===== src/rtl/utx_pkg.sv =====
package utx_pkg;
    typedef enum logic [2:0] {
        S_IDLE,
        S_START,
        S_DATA,
        S_BREAK,
        S_STOP
    } tx_state_e;

    localparam logic [1:0] IRQ_ON_LOAD  = 2'b00;
    localparam logic [1:0] IRQ_ON_DONE  = 2'b01;
    localparam logic [1:0] IRQ_ON_EMPTY = 2'b10;
endpackage


===== src/rtl/utx_fifo.sv =====
module utx_fifo #(
    parameter int W     = 9,
    parameter int DEPTH = 4
) (
    input  logic                         clk,
    input  logic                         rst_n,
    input  logic                         clr,
    input  logic                         wr,
    input  logic [W-1:0]                 wdata,
    input  logic                         rd,
    output logic [W-1:0]                 rdata,
    output logic [$clog2(DEPTH+1)-1:0]   count,
    output logic                         full,
    output logic                         empty,
    output logic                         wr_ok,
    output logic                         ovf
);
    localparam int PW = (DEPTH > 1) ? $clog2(DEPTH) : 1;
    localparam int CW = $clog2(DEPTH+1);

    logic [W-1:0]  mem [DEPTH];
    logic [PW-1:0] wptr, rptr;
    logic          rd_ok;

    assign full  = (count == CW'(DEPTH));
    assign empty = (count == '0);
    assign wr_ok = wr && !full && !clr;
    assign rd_ok = rd && !empty && !clr;
    assign rdata = mem[rptr];

    always_ff @(posedge clk or negedge rst_n) begin
        if (!rst_n) begin
            wptr  <= '0;
            rptr  <= '0;
            count <= '0;
            ovf   <= 1'b0;
        end else if (clr) begin
            wptr  <= '0;
            rptr  <= '0;
            count <= '0;
            ovf   <= 1'b0;
        end else begin
            if (wr_ok)
                wptr <= (wptr == PW'(DEPTH-1)) ? '0 : wptr + 1'b1;
            if (rd_ok)
                rptr <= (rptr == PW'(DEPTH-1)) ? '0 : rptr + 1'b1;
            case ({wr_ok, rd_ok})
                2'b10:   count <= count + 1'b1;
                2'b01:   count <= count - 1'b1;
                default: count <= count;
            endcase
            if (wr && full)
                ovf <= 1'b1;
        end
    end

    always_ff @(posedge clk) begin
        if (wr_ok)
            mem[wptr] <= wdata;
    end

    // A write into a full buffer must not change the occupancy
    assert_full_drop_R3: assert property (@(posedge clk) disable iff (!rst_n)
        (full && wr && !rd && !clr) |=> (count == CW'(DEPTH)) && ovf);
endmodule


===== src/rtl/utx_shifter.sv =====
module utx_shifter
    import utx_pkg::*;
#(
    parameter int W        = 9,
    parameter int TICKS    = 16,
    parameter int BRK_BITS = 12
) (
    input  logic         clk,
    input  logic         rst_n,
    input  logic         en,
    input  logic         tick,
    input  logic         have_data,
    input  logic         brk_pend,
    input  logic [W-1:0] din,
    input  logic         nine,
    output logic         pop,
    output logic         line,
    output logic         busy,
    output logic         frame_done,
    output logic         brk_done
);
    localparam int TW   = (TICKS > 1) ? $clog2(TICKS) : 1;
    localparam int MAXB = (BRK_BITS > W) ? BRK_BITS : W;
    localparam int BCW  = $clog2(MAXB + 1);

    tx_state_e      state, state_nx;
    logic [TW-1:0]  tick_cnt;
    logic [BCW-1:0] bit_cnt;
    logic [W-1:0]   shreg;
    logic           nine_q, brk_q;
    logic           bit_end, last_data, last_brk;

    assign bit_end   = tick && (tick_cnt == TW'(TICKS-1));
    assign last_data = (bit_cnt == (nine_q ? BCW'(W-1) : BCW'(W-2)));
    assign last_brk  = (bit_cnt == BCW'(BRK_BITS-1));

    // State register
    always_ff @(posedge clk or negedge rst_n) begin
        if (!rst_n)
            state <= S_IDLE;
        else
            state <= state_nx;
    end

    // Next state
    always_comb begin
        state_nx = state;
        if (!en) begin
            state_nx = S_IDLE;
        end else begin
            unique case (state)
                S_IDLE:  if (brk_pend || have_data) state_nx = S_START;
                S_START: if (bit_end) state_nx = brk_q ? S_BREAK : S_DATA;
                S_DATA:  if (bit_end && last_data) state_nx = S_STOP;
                S_BREAK: if (bit_end && last_brk) state_nx = S_STOP;
                S_STOP:  if (bit_end) state_nx = S_IDLE;
                default: state_nx = S_IDLE;
            endcase
        end
    end

    // Datapath registers
    always_ff @(posedge clk or negedge rst_n) begin
        if (!rst_n) begin
            tick_cnt <= '0;
            bit_cnt  <= '0;
            shreg    <= '0;
            nine_q   <= 1'b0;
            brk_q    <= 1'b0;
        end else if (!en || state == S_IDLE) begin
            tick_cnt <= '0;
            bit_cnt  <= '0;
            if (en && brk_pend) begin
                brk_q <= 1'b1;
            end else if (en && have_data) begin
                brk_q  <= 1'b0;
                shreg  <= din;
                nine_q <= nine;
            end
        end else if (tick) begin
            tick_cnt <= bit_end ? '0 : tick_cnt + 1'b1;
            if (bit_end) begin
                if (state == S_DATA || state == S_BREAK)
                    bit_cnt <= bit_cnt + 1'b1;
                else
                    bit_cnt <= '0;
                if (state == S_DATA)
                    shreg <= shreg >> 1;
            end
        end
    end

    // Outputs
    always_comb begin
        pop        = 1'b0;
        line       = 1'b1;
        frame_done = 1'b0;
        brk_done   = 1'b0;
        unique case (state)
            S_IDLE:  pop  = en && !brk_pend && have_data;
            S_START: line = 1'b0;
            S_DATA:  line = shreg[0];
            S_BREAK: line = 1'b0;
            S_STOP: begin
                line       = 1'b1;
                frame_done = en && bit_end;
                brk_done   = en && bit_end && brk_q;
            end
            default: line = 1'b1;
        endcase
    end

    assign busy = (state != S_IDLE);

    // A low enable returns the engine to IDLE on the next edge
    assert_abort_idle_R10: assert property (@(posedge clk) disable iff (!rst_n)
        !en |=> (state == S_IDLE));
endmodule


===== src/rtl/uart_tx_brk.sv =====
module uart_tx_brk
    import utx_pkg::*;
#(
    parameter int DATA_W   = 9,
    parameter int DEPTH    = 4,
    parameter int TICKS    = 16,
    parameter int BRK_BITS = 12
) (
    input  logic              clk,
    input  logic              rst_n,
    input  logic              tx_en,
    input  logic              baud_tick,
    input  logic              wr_en,
    input  logic [DATA_W-1:0] wr_data,
    input  logic              nine_bit,
    input  logic              brk_set,
    input  logic [1:0]        irq_mode,
    input  logic              enc_en,
    input  logic              idle_inv,
    output logic              txd,
    output logic              buf_full,
    output logic              shifter_empty,
    output logic              overflow,
    output logic              brk_pending,
    output logic              irq
);
    localparam int CW = $clog2(DEPTH+1);

    logic [DATA_W-1:0] q_data;
    logic [CW-1:0]     q_count;
    logic              q_empty, q_wr_ok, pop;
    logic              line, busy, frame_done, brk_done;
    logic              inv, irq_ev;

    utx_fifo #(.W(DATA_W), .DEPTH(DEPTH)) u_fifo (
        .clk   (clk),
        .rst_n (rst_n),
        .clr   (!tx_en),
        .wr    (wr_en),
        .wdata (wr_data),
        .rd    (pop),
        .rdata (q_data),
        .count (q_count),
        .full  (buf_full),
        .empty (q_empty),
        .wr_ok (q_wr_ok),
        .ovf   (overflow)
    );

    utx_shifter #(.W(DATA_W), .TICKS(TICKS), .BRK_BITS(BRK_BITS)) u_shift (
        .clk        (clk),
        .rst_n      (rst_n),
        .en         (tx_en),
        .tick       (baud_tick),
        .have_data  (!q_empty),
        .brk_pend   (brk_pending),
        .din        (q_data),
        .nine       (nine_bit),
        .pop        (pop),
        .line       (line),
        .busy       (busy),
        .frame_done (frame_done),
        .brk_done   (brk_done)
    );

    always_ff @(posedge clk or negedge rst_n) begin
        if (!rst_n)
            brk_pending <= 1'b0;
        else if (!tx_en)
            brk_pending <= 1'b0;
        else if (brk_set)
            brk_pending <= 1'b1;
        else if (brk_done)
            brk_pending <= 1'b0;
    end

    always_comb begin
        unique case (irq_mode)
            IRQ_ON_LOAD:  irq_ev = pop;
            IRQ_ON_DONE:  irq_ev = frame_done && q_empty;
            IRQ_ON_EMPTY: irq_ev = pop && (q_count == CW'(1)) && !q_wr_ok;
            default:      irq_ev = 1'b0;
        endcase
    end

    always_ff @(posedge clk or negedge rst_n) begin
        if (!rst_n)
            irq <= 1'b0;
        else
            irq <= irq_ev;
    end

    assign inv           = enc_en && idle_inv;
    assign shifter_empty = !busy && q_empty;
    assign txd           = (tx_en ? line : 1'b1) ^ inv;

    assert_empty_idle_R4: assert property (@(posedge clk) disable iff (!rst_n)
        shifter_empty |-> (txd == !inv));

    assert_mode3_quiet_R8: assert property (@(posedge clk) disable iff (!rst_n)
        ($past(irq_mode) == 2'b11) |-> !irq);

    assert_load_busy_R5: assert property (@(posedge clk) disable iff (!rst_n)
        (irq && $past(irq_mode) == 2'b00 && $past(tx_en) && tx_en) |-> busy);
endmodule


===== config.mk =====
export PLATFORM = sky130hd
export DESIGN_NAME = uart_tx_brk
export DESIGN_NICKNAME = d
export VERILOG_FILES = /design/src/rtl/utx_pkg.sv /design/src/rtl/utx_fifo.sv /design/src/rtl/utx_shifter.sv /design/src/rtl/uart_tx_brk.sv
export SDC_FILE = /design/constraint.sdc
export NUM_CORES = 1
export LEC_CHECK = 0
export BUFFER_PORTS_ARGS = -buffer_cell sky130_fd_sc_hd__buf_4
export CAP_MARGIN = 20
export CORE_UTILIZATION = 64
export CTS_CLUSTER_SIZE = 16
export DETAILED_ROUTE_END_ITERATION = 8
export GPL_ROUTABILITY_DRIVEN = 0
export GPL_TIMING_DRIVEN = 0
export PLACE_DENSITY_LB_ADDON = 0.1
export SLEW_MARGIN = 5
export SYNTH_ARGS = -nofsm -noshare
export SYNTH_HDL_FRONTEND = slang
export SYNTH_HIERARCHICAL = 1
export SYNTH_SLANG_ARGS = --single-unit
export TNS_END_PERCENT = 10

===== constraint.sdc =====
create_clock -name clk -period 4.6 [get_ports clk]
set_input_delay 0 -clock clk [delete_from_list [all_inputs] [get_ports clk]]
set_output_delay 0 -clock clk [all_outputs]
set_load 0.02 [all_outputs]

### Yosys cells after proc, flatten, opt, wreduce, memory -nomap -nowiden

Memory sizes are Yosys's and may differ from the RTL's.
Index checks and enable logic that the tools add are counted.

| operators by class | value |
|---|---|
| reduce and logical (&&, ||, !) cells | 42 |
| muxes and demuxes | 45 |
| add/sub/neg operators | 6 |
| bitwise operators | 2 |
| eq/ne operators | 27 |

Operators by type and width:

| operator | count |
|---|---|
| 9-bit 2-to-1 mux | 6 |
| 4-bit 2-to-1 mux | 8 |
| 3-bit 2-to-1 mux | 7 |
| 1-bit logical AND | 19 |
| 3-bit by 2-bit != test with 1-bit output, second input constant | 5 |
| 3-bit one-hot mux with 5 select lines | 1 |
| 1-bit 2-to-1 mux | 14 |
| 2-bit 2-to-1 mux | 6 |
| 5-bit AND reduction | 2 |
| 4-bit by 1-bit adder with 4-bit output, second input constant | 2 |
| 2-bit equality test, second input constant | 4 |
| 4-bit equality test, second input constant | 2 |
| 2-bit nonzero test | 4 |
| 3-bit by 1-bit equality test with 1-bit output, second input constant | 2 |
| 3-bit by 2-bit equality test with 1-bit output, second input constant | 2 |
| 3-bit equality test, second input constant | 2 |
| 1-bit zero test | 6 |
| 3-bit zero test | 2 |
| 2-bit by 1-bit != test with 1-bit output, second input constant | 3 |
| 3-bit by 1-bit != test with 1-bit output, second input constant | 2 |
| 3-bit one-hot mux with 2 select lines | 1 |
| 2-bit by 1-bit adder with 2-bit output, second input constant | 2 |
| 2-bit by 1-bit equality test with 1-bit output, second input constant | 2 |
| 4-bit equality test | 1 |
| 13 further kinds | 17 |

| storage, ports and cells | value |
|---|---|
| word-level logic and storage cells | 135 |
| flip-flop bits (word level) | 32 |
| memory bits (writable) | 36 |
| output and inout port bits | 6 |
| memories kept | 1 |

Memory list:

| memory | words | bits a word | read ports | clocked after Yosys merged registers in | wr ports | RTL line | text |
|---|---|---|---|---|---|---|---|
| u_fifo.mem | 4 | 9 | 1 | 0 | 1 | utx_fifo.sv:21 | `logic [W-1:0] mem [DEPTH];` |

### Longest topological paths before layout

| depth | value |
|---|---|
| depth in word-level cells | 9 |
| gate-level depth with buffers | 12 |

### Modules after synthesis

Netlist, hierarchy kept.

Modules (own cells, without submodules):

| module | area an instance (um2) | instances | seq. area each (um2) | cells an instance |
|---|---|---|---|---|
| utx_fifo | 2005.7 | 1 | 1281.2 | 120 |
| utx_shifter | 1231.2 | 1 | 550.5 | 113 |
| uart_tx_brk | 133.9 | 1 | 50.0 | 17 |

### Worst setup path after synthesis

No wires, ideal clock.

| timing | value |
|---|---|
| kind | reg2reg |
| start point | register u_shift.state[1] |
| end point | register u_fifo.count[1] |
| path buffers | 2 |
| clock period less this slack | 2.505 ns |
| required time | 4.471 ns |
| data arrival time | 2.376 ns |
| setup time | 0.129 ns |
| slack | 2.095 ns |
| cell stages (with the launch flop) | 12 |
| cells stage by stage | dfrtp_1 > clkbuf_1 > nor2_1 > nand3_1 > nor2_1 > buf_4 > inv_1 > nor3_2 > fa_1 > or2_2 > a21oi_1 > a2111oi_2 |

| on the way | value |
|---|---|
| cells in the longest elaborated chain, start to end | 7 |

RTL lines:

| what | RTL line | text |
|---|---|---|
| start: declaration | utx_shifter.sv:26 | `tx_state_e state, state_nx;` |
| start signal: assignment | utx_shifter.sv:42 | `state <= state_nx;` |
| 3-bit zero test (*) | utx_shifter.sv:99 | `unique case (state)` |
| 1-bit 2-to-1 mux (*) | utx_shifter.sv:99 |  |
| via pop | uart_tx_brk.sv:31 | `logic q_empty, q_wr_ok, pop;` |
| 1-bit logical AND (*) (2 in a row) | utx_fifo.sv:28 | `assign rd_ok = rd && !empty && !clr;` |
| 2-bit by 1-bit equality test with 1-bit output or 2-bit equality test (tied branches) | utx_fifo.sv:47 | `case ({wr_ok, rd_ok})` |
| 3-bit one-hot mux with 2 select lines | utx_fifo.sv:47 |  |
| 3-bit 2-to-1 mux | utx_fifo.sv:37 | `end else if (clr) begin` |
| end signal: assignment | utx_fifo.sv:48 | `2'b10: count <= count + 1'b1;` |
| end signal: assignment | utx_fifo.sv:49 | `2'b01: count <= count - 1'b1;` |
| end signal: assignment | utx_fifo.sv:50 | `default: count <= count;` |
| end: declaration | utx_fifo.sv:12 | `output logic [$clog2(DEPTH+1)-1:0] count,` |

The timed path passes the listed nets; every way through them passes the cells marked *.
A chain may end at the register's enable or synchronous reset.

### Final worst setup path

Ends and elaborated chain as after synthesis.

==> flow_summary.ini <==
[status]
outcome = finished clean

[critical_path]
cp_slowest_cell = fa_1
cpMostUsedCell = nor2_1
slowest_delay_ns = 0.44
crit_type = reg2reg
critPathArrivalTime_ns = 3.06
cp_max_fo = 10
cp-end-kind = flop
cp.required_ns = 4.82
reg2reg_slack_ns = 1.76
path_cells = clkbuf_1 -> nor2_1 -> nand3_1 -> nor2_1 -> buf_4 -> inv_1 -> nor3_2 -> fa_1 -> or2_2 -> a21oi_1 -> a2111oi_2
setup.worst_path.start_class = flop

[min_path]
min_path_type = in2reg

[synthesis]
synth-seq-area-share_pct = 55.8
synth_warnings = 6
syn_inst = 250
synth_edf_count = 36
synthArstFlopShare_pct = 47.1
avgSynthCellArea_um2 = 13.5
ys_types = 56
synthFlopType = edfxtp_1
mappedNetlistNets = 278
synth_seq_cells = 68
synth_area_um2 = 3370

[sta]
finalSetupViolations = 0
setup_tns_ns = 0
period_share_pct = 61.8
fin_crit_ns = 2.84
slew_headroom_pct = 56.9
tightest_slew_ns = 0.643
finalHoldViolCount = 0
clock.fmax_ghz = 0.352
rsz0062_at_grt = no
fin_ws_ns = 1.76
fin_skew_ns = 0.00745
drv_slew = 0

[placement]
io_buffers = 24
dpl.cell_count = 344
hpwlAfterDp_um = 4070
place_area_um2 = 3640
post-place-ws_ns = 1.81

[final_layout]
areaGrowthSynthToFinish_pct = 19.1
fin_area_um2 = 4010
fill_cells = 335
diodes = 0
fin_util_pct = 79.1
final_net_count = 329
post_route_cells_drive_above_1_share_pct = 29.7
finalNonFillerCells = 376

[drt]
drc = 0
drt_wl_total_um = 6100
drt-wirelength-per-cell_um = 16.2
vias_per_cell = 5.61
first_pass_iters = 4
vias = 2109
drtIter0Drc = 157
ant_nets = 0

[cts]
cts_setup_buffers = 0
cts_sinks = 68
cts-root-buf = clkbuf_8
cts_tree = yes
post_cts_resize_count = 0
clock_latency_ns = 0.33
clk_pin_slew_worst_paths_ns = 0.07
cts_buffers = 9
htree_levels = 3
cts_buffer_depth = 2

[grt]
grt_max_degree = 33
grt_pass1_vias = 2144
grt_pass1_wl_um = 9980
antenna_found_initial = 0
grt-ovfl-total = 0
grt_use_total_pct = 25.1

[power]
p_leak_nw = 1.63
pwr_density_cell_nw_per_um2 = 389
ir_drop_v = 0.000315

[die]
die_area_um2 = 5560
rows = 26
die_x_um = 74.6
coreArea_um2 = 5070
start_util_pct = 66.4
die_h_um = 74.6
pin_count = 26

[run]
cap_violations = 0
==> routing by layer <==
metal	wire length (um)	global-route usage, %
met2	3120	41.1
met4	27	10.9
met5	0	0
met3	155	4.61
met1	2800	33.1
==> report_power, final <==
part,internal [W],total (W),switching [W]
clock network,0.000303,0.000521,0.000218
logic,0.000159,0.000290,0.000131
registers,0.000710,0.000751,0.0000412
total,0.00117,0.00156,0.000390
==> through the flow <==
step	hold WS, ns	total power [W]
finish	0.0279	0.00156
global route	0.0142	0.00163
CTS	0.0107	0.00158
detailed placement	-0.0336	0.00104
global placement	-0.0347	0.00103
floorplan	-0.296	0.000964
==> final timing paths <==
path,startpoint,to,depth (start not counted)
worst max-delay path,u_shift/state[1],u_fifo/count[1],11
worst min-delay path,irq_mode[0],irq,3
worst max register to register,u_shift/state[1],u_fifo/count[1],11
worst min register to register,u_fifo/ovf,u_fifo/ovf,2
max in group asynchronous,rst_n,u_fifo/rptr[1],2
min in group asynchronous,rst_n,u_shift/tick_cnt[0],2
==> state kept, by name, indices dropped and copies added (netlist names) <==
| signal | flops |
|---|---|
| u_fifo/mem | 36 |
| u_shift/shreg | 9 |
| u_shift/bit_cnt | 4 |
| u_shift/tick_cnt | 4 |
| u_fifo/count | 3 |
| u_shift/state | 3 |
| u_fifo/rptr | 2 |
| u_fifo/wptr | 2 |
| brk_pending | 1 |
| irq | 1 |
| u_fifo/ovf | 1 |
| u_shift/brk_q | 1 |
| u_shift/nine_q | 1 |
==> cell type report <==
type                    instances  area, um2  share of cell area, %
well taps                      70       87.6                   2.18
clock buffers                   9        124                   3.09
plain buffers                  14        109                   2.71
multi-input cells             156       1330                   33.1
inverters                      12       52.6                   1.31
clock inverters                 7       91.3                   2.28
flip-flops and latches         68       1880                   46.9
repair buffers                 40        340                   8.48
==> worst max-delay path: cells and delay by family, from the launching register on <==
family / cells / cell delay (ns)
AO/OA/AOI/OAI: 2 / 0.23
flip-flops: 1 / 0.42
buffers and inverters: 3 / 0.53
adder cells (fa/ha/maj): 1 / 0.44
AND/OR/NAND/NOR: 5 / 1.10
==> cell families (layout without fill, tap and decap cells) <==
| kind of cell | count (synthesis) | in the layout | synth area share, % |
|---|---|---|---|
| AOI/OAI and AO/OA | 41 | 41 | 9.47 |
| xor gates and xnor gates | 4 | 4 | 1.04 |
| adders and majority gates | 8 | 8 | 3.19 |
| buffers and inverters | 26 | 82 | 4.79 |
| DFF | 68 | 68 | 55.8 |
| muxes | 30 | 30 | 13.7 |
| and+or+nand+nor | 73 | 73 | 12.0 |
==> cells in the mapped netlist (6+ instances only) <==
| master | count | area (um2) |
|---|---|---|
| mux2_4 | 8 | 120 |
| mux2_2 | 8 | 90.1 |
| nand3_1 | 6 | 30.0 |
| ha_1 | 7 | 87.6 |
| edfxtp_1 | 36 | 1080 |
| mux4_2 | 9 | 203 |
| nor2_1 | 20 | 75.1 |
| and2_1 | 7 | 43.8 |
| dfrtp_1 | 32 | 801 |
| inv_1 | 10 | 37.5 |
| nand2_1 | 11 | 41.3 |
| a21oi_1 | 8 | 40.0 |
==> placed cells by master, fill, tap and decap left out, types with 4 or more instances in the layout <==
cell type      count
mux2i_1            5
o21ai_0            5
nor2_1            20
mux2_4             8
mux4_2             9
clkbuf_8           9
nor2b_1            4
dfrtp_1           32
nand3_1            6
edfxtp_1          36
dlygate4sd3_1     16
inv_1             10
mux2_2             8
and2_1             7
buf_4             28
a21oi_1            8
ha_1               7
nand2_1           11
buf_6              5
==> repair_timing <==
action	4_1_cts	5_1_grt
setup endpoints to repair	0	0
hold buffers	16	0
hold endpoints to repair	74	0
Note: power is estimated with default switching activity, not from simulation.
